File: src/rtl/burst_pkg.sv
package burst_pkg;
  localparam int LAT_W = 2;
  localparam int LG_W  = 3;

  typedef logic [LAT_W-1:0] lat_t;

  typedef enum logic {ORD_LINEAR = 1'b0, ORD_XOR = 1'b1} order_e;

  typedef struct packed {
    logic            full;
    logic [LG_W-1:0] len_lg;
    order_e          order;
    logic            is_rd;
    lat_t            lat;
  } burst_cfg_t;
endpackage

File: src/rtl/burst_cfg_decode.sv
module burst_cfg_decode
  import burst_pkg::*;
#(
  parameter int CL_MIN = 2,
  parameter int CL_MAX = 3
) (
  input  logic [2:0] bl_code_i,
  input  logic       interleave_i,
  input  logic       is_write_i,
  input  logic       single_wr_i,
  input  lat_t       cas_lat_i,
  output burst_cfg_t cfg_o
);
  logic one_beat_wr;

  always_comb begin
    one_beat_wr  = is_write_i && single_wr_i;
    cfg_o.full   = bl_code_i[2] && !one_beat_wr;
    cfg_o.len_lg = (one_beat_wr || bl_code_i[2]) ? '0 : LG_W'({1'b0, bl_code_i[1:0]});
    cfg_o.order  = interleave_i ? ORD_XOR : ORD_LINEAR;
    cfg_o.is_rd  = !is_write_i;
    if (cas_lat_i < lat_t'(CL_MIN))      cfg_o.lat = lat_t'(CL_MIN);
    else if (cas_lat_i > lat_t'(CL_MAX)) cfg_o.lat = lat_t'(CL_MAX);
    else                                 cfg_o.lat = cas_lat_i;
  end
endmodule

File: src/rtl/burst_col_seq.sv
module burst_col_seq
  import burst_pkg::*;
#(
  parameter int COL_W = 8
) (
  input  logic             clk,
  input  logic             rst,
  input  logic             start_i,
  input  logic [COL_W-1:0] start_col_i,
  input  burst_cfg_t       cfg_i,
  input  logic             term_i,
  output logic             beat_valid_o,
  output logic [COL_W-1:0] col_o,
  output logic             beat_rd_o,
  output lat_t             beat_lat_o
);
  burst_cfg_t       run_cfg;
  logic [COL_W-1:0] base_q;
  logic [COL_W-1:0] idx_q;
  logic [COL_W-1:0] nxt_idx;
  logic [COL_W-1:0] mask_c;
  logic [COL_W-1:0] nxt_col;
  logic             more;

  always_comb begin
    for (int b = 0; b < COL_W; b++) begin
      mask_c[b] = (b < int'(run_cfg.len_lg));
    end
    nxt_idx = idx_q + COL_W'(1);
    more    = run_cfg.full || ((nxt_idx & ~mask_c) == '0);
    if (run_cfg.full)
      nxt_col = base_q + nxt_idx;
    else if (run_cfg.order == ORD_XOR)
      nxt_col = base_q ^ nxt_idx;
    else
      nxt_col = (base_q & ~mask_c) | ((base_q + nxt_idx) & mask_c);
  end

  always_ff @(posedge clk) begin
    if (rst) begin
      run_cfg      <= '0;
      base_q       <= '0;
      idx_q        <= '0;
      col_o        <= '0;
      beat_valid_o <= 1'b0;
    end else if (start_i) begin
      run_cfg      <= cfg_i;
      base_q       <= start_col_i;
      idx_q        <= '0;
      col_o        <= start_col_i;
      beat_valid_o <= 1'b1;
    end else if (beat_valid_o && !term_i && more) begin
      idx_q        <= nxt_idx;
      col_o        <= nxt_col;
      beat_valid_o <= 1'b1;
    end else begin
      beat_valid_o <= 1'b0;
    end
  end

  assign beat_rd_o  = run_cfg.is_rd;
  assign beat_lat_o = run_cfg.lat;
endmodule

File: src/rtl/rd_valid_pipe.sv
module rd_valid_pipe
  import burst_pkg::*;
#(
  parameter int CL_MAX = 3
) (
  input  logic clk,
  input  logic rst,
  input  logic beat_valid_i,
  input  logic beat_rd_i,
  input  lat_t beat_lat_i,
  output logic rd_valid_o
);
  localparam int NSTG = (CL_MAX > 2) ? CL_MAX - 1 : 1;

  logic [NSTG-1:0] v_q;
  lat_t            lat_q [NSTG];
  logic [NSTG-1:0] hit;

  for (genvar s = 0; s < NSTG; s++) begin : g_stage
    if (s == 0) begin : g_head
      always_ff @(posedge clk) begin
        if (rst) begin
          v_q[s]   <= 1'b0;
          lat_q[s] <= '0;
        end else begin
          v_q[s]   <= beat_valid_i && beat_rd_i;
          lat_q[s] <= beat_lat_i;
        end
      end
    end else begin : g_tail
      always_ff @(posedge clk) begin
        if (rst) begin
          v_q[s]   <= 1'b0;
          lat_q[s] <= '0;
        end else begin
          v_q[s]   <= v_q[s-1];
          lat_q[s] <= lat_q[s-1];
        end
      end
    end
    assign hit[s] = v_q[s] && (lat_q[s] == lat_t'(s + 2));
  end

  always_ff @(posedge clk) begin
    if (rst) rd_valid_o <= 1'b0;
    else     rd_valid_o <= |hit;
  end
endmodule

File: src/rtl/sdram_burst_addr_gen.sv
module sdram_burst_addr_gen
  import burst_pkg::*;
#(
  parameter int COL_W  = 8,
  parameter int CL_MIN = 2,
  parameter int CL_MAX = 3
) (
  input  logic             clk,
  input  logic             rst,
  input  logic             start_i,
  input  logic [COL_W-1:0] start_col_i,
  input  logic [2:0]       bl_code_i,
  input  logic             interleave_i,
  input  logic             is_write_i,
  input  logic             single_wr_i,
  input  logic [LAT_W-1:0] cas_lat_i,
  input  logic             term_i,
  output logic             beat_valid_o,
  output logic [COL_W-1:0] col_o,
  output logic             rd_valid_o
);
  burst_cfg_t cfg;
  logic       beat_rd;
  lat_t       beat_lat;

  burst_cfg_decode #(.CL_MIN(CL_MIN), .CL_MAX(CL_MAX)) u_dec (
    .bl_code_i   (bl_code_i),
    .interleave_i(interleave_i),
    .is_write_i  (is_write_i),
    .single_wr_i (single_wr_i),
    .cas_lat_i   (cas_lat_i),
    .cfg_o       (cfg)
  );

  burst_col_seq #(.COL_W(COL_W)) u_seq (
    .clk         (clk),
    .rst         (rst),
    .start_i     (start_i),
    .start_col_i (start_col_i),
    .cfg_i       (cfg),
    .term_i      (term_i),
    .beat_valid_o(beat_valid_o),
    .col_o       (col_o),
    .beat_rd_o   (beat_rd),
    .beat_lat_o  (beat_lat)
  );

  rd_valid_pipe #(.CL_MAX(CL_MAX)) u_rdp (
    .clk         (clk),
    .rst         (rst),
    .beat_valid_i(beat_valid_o),
    .beat_rd_i   (beat_rd),
    .beat_lat_i  (beat_lat),
    .rd_valid_o  (rd_valid_o)
  );
endmodule

File: config.mk
export PLATFORM = sky130hd
export DESIGN_NAME = sdram_burst_addr_gen
export DESIGN_NICKNAME = d
export VERILOG_FILES = /design/src/rtl/burst_pkg.sv /design/src/rtl/burst_cfg_decode.sv /design/src/rtl/burst_col_seq.sv /design/src/rtl/rd_valid_pipe.sv /design/src/rtl/sdram_burst_addr_gen.sv
export SDC_FILE = /design/constraint.sdc
export NUM_CORES = 1
export LEC_CHECK = 0
export CORE_MARGIN = 3
export CORE_UTILIZATION = 50
export DETAILED_ROUTE_END_ITERATION = 8
export GPL_ROUTABILITY_DRIVEN = 0
export MAX_ROUTING_LAYER = met4
export PLACE_DENSITY = 0.74
export SYNTH_ARGS = -nofsm -noshare
export SYNTH_HDL_FRONTEND = slang
export SYNTH_SLANG_ARGS = --single-unit
File: constraint.sdc
create_clock -name clk -period 3.1 [get_ports clk]
set_clock_uncertainty 0.05 [all_clocks]
set_input_delay 0.62 -clock clk [delete_from_list [all_inputs] [get_ports clk]]
set_output_delay 0.62 -clock clk [all_outputs]
set_load 0.02 [all_outputs]
==> results of run 1 <==
## layer usage
layer  routed length (um)  track usage (%)
met1                 2190             25.4
met2                 2370             35.5
met3                  122             3.05
met4                   64             7.52
met5                    0                -
## cells in the final DEF, fill, tap and decap left out, types with 2 or more instances in the layout
cell type	instances
nor2_1	27
or2_2	2
a22oi_1	2
o21a_1	2
xor2_1	7
and3_1	2
a311oi_1	2
a21o_1	2
ha_1	10
a21oi_1	21
clkdlybuf4s50_1	29
a211oi_1	9
nand3_1	8
buf_4	4
or3_1	4
nand2_1	20
nor3_1	2
xnor2_1	7
o221ai_1	4
nand3b_1	2
o21ai_0	13
nand4_1	2
o21bai_1	2
clkbuf_8	5
dfxtp_1	39
a22o_1	2
nor2b_1	8
inv_1	5
mux2i_1	10
## area by class of cell
class	count	share of cell area, %
tap	50	2.41
multi-input combinational	190	49.8
inverter	6	0.869
clock buffer	5	2.65
sequential	39	30.1
clock inverter	3	1.79
timing repair buffer	33	12.4
## how the worst min path moves through the flow
| stage | to | startpoint | depth (start not counted) | slack [ps] |
|---|---|---|---|---|
| finish | u_rdp.lat_q[1][0] | u_rdp.lat_q[0][0] | 2 | 380 |
| global route | u_rdp.lat_q[1][0] | u_rdp.lat_q[0][0] | 2 | 420 |
| CTS | u_rdp.lat_q[1][0] | u_rdp.lat_q[0][0] | 2 | 390 |
| detailed placement | u_rdp.lat_q[1][0] | u_rdp.lat_q[0][0] | 2 | 380 |
| global placement | u_rdp.lat_q[1][0] | u_rdp.lat_q[0][0] | 2 | 370 |
| floorplan | u_rdp.lat_q[1][0] | u_rdp.lat_q[0][0] | 2 | 360 |
## worst register-to-register path, delay by kind of cell (launching register included)
kind	cells	cell delay, ps
DFF	1	420
adders and majority gates	2	690
AOI/OAI and AO/OA	5	1070
xor gates and xnor gates	2	390
## power breakdown
part / switching (W) / total, W / internal, W
clock: 0.000190 / 0.000432 / 0.000242
combinational: 0.0000679 / 0.000143 / 0.0000752
sequential: 0.0000206 / 0.000542 / 0.000522
## state kept, by name (all words and copies together), names as in the netlist
name                count
u_seq.base_q            8
u_seq.col_o             8
u_seq.idx_q             8
u_rdp.lat_q             4
u_seq.run_cfg           4
u_rdp.v_q               2
u_seq.beat_lat_o        2
u_rdp.rd_valid_o        1
u_seq.beat_rd_o         1
u_seq.beat_valid_o      1
## cells by family (layout without fill, tap and decap cells)
family	count (synthesis)	after routing	share of synthesized area, %
and+or+nand+nor	84	84	19.0
AOI/OAI and AO/OA	69	69	21.9
DFF	39	39	35.9
buffers and inverters	22	47	4.61
xor gates and xnor gates	15	15	6.74
adders and majority gates	11	11	6.68
muxes	11	11	5.13
## through the flow
step	total power (W)	hold slack, ps
floorplan	0.000635	360
global placement	0.000695	371
detailed placement	0.000697	375
CTS	0.00113	388
global route	0.00117	419
finish	0.00112	384
==> flow_metrics.env, run 1 <==
export IMPL_outcome="complete, no violations"
export IMPL_fin_cells=326
export IMPL_coreArea_sq_mm=0.00409
export IMPL_async_flop_share_pct=0
export IMPL_yosysSeqAreaShare_pct=35.9
export IMPL_tns_ps=0
export IMPL_insertion_delay_ps=290
export IMPL_max_cap_violations=0
export IMPL_dieArea_sq_mm=0.00517
export IMPL_rsz0062_at_grt="false"
export IMPL_slew_headroom_pct=49.6
export IMPL_ff2ff_path_depth=9
export IMPL_io_pins=30
export IMPL_path_buf_inv=0
export IMPL_max_vdd_ir_drop_mv=0.292
export IMPL_worstPathMaxFanout=7
export IMPL_die_w_um=71.9
export IMPL_final_area_sq_mm=0.00259
export IMPL_r2r_end="u_seq.col_o[6]"
export IMPL_synth_edf_count=0
export IMPL_place_inst=318
export IMPL_cts_resized_gates=0
export IMPL_start_util_pct=53.2
export IMPL_critPathMaxStageDelay_ps=420
export IMPL_leakagePower_nw=1.00
export IMPL_fin_crit_sh_pct=87.0
export IMPL_path_clk_slew_ps=80
export IMPL_route_vias_total=1855
export IMPL_timing_rr_start="u_seq.idx_q[0]"
export IMPL_grt_pass1_wl_mm=8.41
export IMPL_viasPerCell=5.69
export IMPL_grt_max_degree=22
export IMPL_cpMaxStageDelayCell="dfxtp_1"
export IMPL_final_hold_viol_count=0
export IMPL_crit_family="compound AO/OA/AOI/OAI gates"
export IMPL_n_antenna_cell=0
export IMPL_min_path_type="flop to flop"
export IMPL_grtUsageTotal_pct=21.0
export IMPL_avgSynthCellArea_sq_um=8.65
export IMPL_syn_area_sq_mm=0.00217
export IMPL_cts_made_buffers=5
export IMPL_netlist_area_leader_share_pct=35.9
export IMPL_synth_seq_cells=39
export IMPL_synth_warning_count=0
export IMPL_drive_gt1_share_pct=7.61
export IMPL_dp_hpwl_mm=3.45
export IMPL_cts_setup_buffers=0
export IMPL_period_needed_ps=2700
export IMPL_antenna_found_initial=0
export IMPL_cts_num_sinks=39
export IMPL_rows=23
export IMPL_cp_cell_sequence="ha_1 -> xor2_1 -> ha_1 -> a211oi_1 -> o21bai_1 -> a21oi_1 -> xor2_1 -> a211o_1 -> a221oi_2"
export IMPL_layout_nets=306
export IMPL_pre_cts_ws_ps=320
export IMPL_critPathLaunch="u_seq.idx_q[0]"
export IMPL_wirelength_mm=4.75
export IMPL_crit_path_start_kind="flop"
export IMPL_ys_top_cells_by_area="dfxtp_1 (36%), ha_1 (5.8%), a21oi_1 (4.8%)"
export IMPL_yosys_cell_types_count=51
export IMPL_end_kind="flop"
export IMPL_setup_slack_ps=402
export IMPL_multi_input_area_sq_mm=0.00129
export IMPL_clock_path_buffers=2
export IMPL_yosysTopAreaCell="dfxtp_1"
export IMPL_port_buffers=29
export IMPL_crit_cells=9
export IMPL_yosys_most_used_dff="dfxtp_1"
export IMPL_fmax_ghz=0.371
export IMPL_drtPass1Iterations=5
export IMPL_wire_per_inst_um=14.6
export IMPL_synth_nets=282
export IMPL_worstSetupPathType="flop to flop"
export IMPL_hold_buffers=0
export IMPL_ff2ff_setup_slack_ps=400
export IMPL_yosysMostFrequentCell="dfxtp_1"
export IMPL_grt_pass1_vias=1795
export IMPL_power_density_mw_per_mm2=431
export IMPL_synth_common_cells="dfxtp_1 (39), nor2_1 (27), a21oi_1 (21)"
export IMPL_final_max_slew_viol_count=0
export IMPL_die_y_um=71.9
export IMPL_crit_end="u_seq.col_o[6]"
export IMPL_cp_required_ps=3260
export IMPL_fin_util_pct=63.4
export IMPL_place_area_sq_mm=0.00248
export IMPL_grt_overflow_total=0
export IMPL_fillers=375
export IMPL_arrival_ps=2860
export IMPL_setup_violations=0
export IMPL_ant_nets=0
export IMPL_tightest_slew_ps=756
export IMPL_syn_to_final_growth_pct=19.4
export IMPL_cts_root_buffer_cell="clkbuf_8"
export IMPL_seqCellArea_sq_um=781
export IMPL_h_tree_depth=2
export IMPL_drt_iter0_markers=77
export IMPL_cts_tree="done"
export IMPL_synthCells=251
export IMPL_drc=0
No activity file was read; power rests on OpenSTA's default activity.
==> run 2: changes to the inputs <==
- CTS_BUF_LIST: not set -> sky130_fd_sc_hd__clkbuf_4 sky130_fd_sc_hd__clkbuf_8 sky130_fd_sc_hd__clkbuf_16
==> results of run 2 <==
No change in the layout: final DEF, timing and power equal those of run 1.
==> run 3: changes to the inputs <==
- CELL_PAD_IN_SITES_DETAIL_PLACEMENT: not set -> 0
- CELL_PAD_IN_SITES_GLOBAL_PLACEMENT: not set -> 1
- CORE_MARGIN: 3 -> 5
- CORE_UTILIZATION: 50 -> 41
- PLACE_DENSITY: 0.74 -> not set
- PLACE_DENSITY_LB_ADDON: not set -> 0.1
==> run 3 against run 2 <==
  * Clock-buffer cell count unchanged
  * Critical path depth grew 1
  * Combinational power is essentially flat
  * Critical path type unchanged
  * Largest cell class unchanged
  * Largest power group unchanged
  * Highest routed layer unchanged
==> flow_metrics.env, run 3 (synthesis results as in run 1) <==
export IMPL_outcome="complete, no violations"
export IMPL_rows=26
export IMPL_rsz0062_at_grt="false"
export IMPL_final_common_cell="dfxtp_1"
export IMPL_wl_met2_mm=2.17
export IMPL_total_power_w=0.00111
export IMPL_drc=0
export IMPL_route_vias_total=1846
export IMPL_critPathMaxStageDelay_ps=420
export IMPL_grt_overflow_total=0
export IMPL_ff2ff_setup_slack_ps=360
export IMPL_switching_share_pct=24.7
export IMPL_drive_gt1_share_pct=7.94
export IMPL_grt_pass1_vias=1769
export IMPL_path_buf_inv=0
export IMPL_slew_headroom_pct=56.5
export IMPL_netSwitchingPower_w=0.000274
export IMPL_cts_tree="done"
export IMPL_viasPerCell=5.32
export IMPL_coreArea_sq_mm=0.00514
export IMPL_max_vdd_ir_drop_mv=0.240
export IMPL_worstSetupPathType="flop to flop"
export IMPL_hold_depth=2
export IMPL_min_path_type="flop to flop"
export IMPL_leakagePower_nw=1.01
export IMPL_wirelength_mm=4.93
export IMPL_end_kind="flop"
export IMPL_worstPathMaxFanout=6
export IMPL_drtPass1Iterations=4
export IMPL_final_cell_mix="dfxtp_1 (39), clkdlybuf4s50_1 (29), nor2_1 (27), a21oi_1 (21), nand2_1 (20)"
export IMPL_period_needed_ps=2740
export IMPL_cts_root_buffer_cell="clkbuf_8"
export IMPL_dp_hpwl_mm=3.70
export IMPL_drt_iter0_markers=77
export IMPL_final_max_slew_viol_count=0
export IMPL_power_frac_comb_pct=13.0
export IMPL_cts_made_buffers=5
export IMPL_n_antenna_cell=0
export IMPL_cts_num_sinks=39
export IMPL_dieArea_sq_mm=0.00685
export IMPL_worstHoldStart="u_rdp.lat_q[0][0]"
export IMPL_ff2ff_path_depth=10
export IMPL_insertion_delay_ps=290
export IMPL_highest_layer="met4"
export IMPL_arrival_ps=2900
export IMPL_port_buffers=29
export IMPL_final_hold_viol_count=0
export IMPL_internal_power_w=0.000837
export IMPL_start_util_pct=42.3
export IMPL_layout_nets=307
export IMPL_wl_met3_um=157
export IMPL_die_y_um=82.8
export IMPL_wire_per_inst_um=14.2
export IMPL_syn_to_final_growth_pct=20.7
export IMPL_path_clk_slew_ps=80
export IMPL_p_seq_share_pct=48.9
export IMPL_fin_crit_sh_pct=88.2
export IMPL_cts_setup_buffers=0
export IMPL_setup_violations=0
export IMPL_hold_buffers=0
export IMPL_power_density_mw_per_mm2=424
export IMPL_cp_required_ps=3270
export IMPL_ant_nets=0
export IMPL_max_cap_violations=0
export IMPL_timing_rr_start="u_seq.idx_q[0]"
export IMPL_clockPowerShare_pct=38.1
export IMPL_met1_length_mm=2.53
export IMPL_largestRegisters="u_seq.base_q (8), u_seq.col_o (8), u_seq.idx_q (8)"
export IMPL_io_pins=30
export IMPL_grt_max_degree=19
export IMPL_tns_ps=0
export IMPL_h_tree_depth=2
export IMPL_hold_ws_ps=388
export IMPL_die_w_um=82.8
export IMPL_fmax_ghz=0.366
export IMPL_cp_cell_sequence="ha_1 -> nand3_1 -> nor2_1 -> xor2_1 -> ha_1 -> and3_1 -> a21oi_1 -> xor2_1 -> nand2_1 -> a31oi_1"
export IMPL_grt_pass1_wl_mm=8.54
export IMPL_cpMaxStageDelayCell="dfxtp_1"
export IMPL_r2r_end="u_seq.col_o[7]"
export IMPL_hold_path_end="u_rdp.lat_q[1][0]"
export IMPL_crit_path_start_kind="flop"
export IMPL_antenna_found_initial=0
export IMPL_crit_family="simple AND/OR/NAND/NOR gates"
export IMPL_clock_path_buffers=2
export IMPL_cts_resized_gates=0
export IMPL_tightest_slew_ps=652
export IMPL_grtUsageTotal_pct=16.8
==> run 3: worst max path at each step <==
stage	start	end	slack (ps)	depth (start not counted)
after floorplan	u_seq.idx_q[0]	u_seq.col_o[6]	520	11
after global placement	term_i	u_seq.col_o[6]	390	7
after detailed placement	term_i	u_seq.col_o[6]	360	7
after CTS	u_seq.idx_q[0]	u_seq.col_o[7]	330	10
after global routing	u_seq.idx_q[0]	u_seq.col_o[6]	120	9
final	u_seq.idx_q[0]	u_seq.col_o[7]	360	10
==> run 3: power by group through the flow <==
stage                     clock network [W]  registers [W]  logic (W)
after floorplan                           0       0.000554  0.0000810
after global placement                    0       0.000555   0.000146
after detailed placement                  0       0.000554   0.000145
after CTS                          0.000435       0.000543   0.000146
after global routing               0.000462       0.000547   0.000161
final                              0.000424       0.000543   0.000145
==> run 3: through the flow <==
step	worst slack [ps]	area (sq um)	instances	utilization [%]
after detailed placement	364	2510	339	48.8
after global routing	123	2620	347	51.0
after global placement	394	2510	339	48.8
after CTS	335	2620	347	51.0
final	365	2620	347	51.0
after floorplan	515	2170	251	-
==> run 3: tightest hold or removal path: cells and delay by family, from the launching register on <==
kind / cells / cell delay, ps
flip-flops: 1 / 310
AND/OR/NAND/NOR: 1 / 40
buffers and inverters: 1 / 60
==> run 3: routing by layer <==
metal | track usage, % | up-vias
li1 | - | 956
met1 | 22.9 | 855
met2 | 25.3 | 28
met3 | 2.92 | 7
met4 | 5.07 | 0
met5 | - | -
==> run 3: final cells by class <==
type | count | area, sq um
Timing Repair Buffer | 34 | 328
Multi-Input combinational cell | 190 | 1290
Clock inverter | 3 | 43.8
Fill cell | 511 | 2520
Tap cell | 70 | 87.6
Inverter | 6 | 22.5
Clock buffer | 5 | 68.8
Sequential cell | 39 | 781
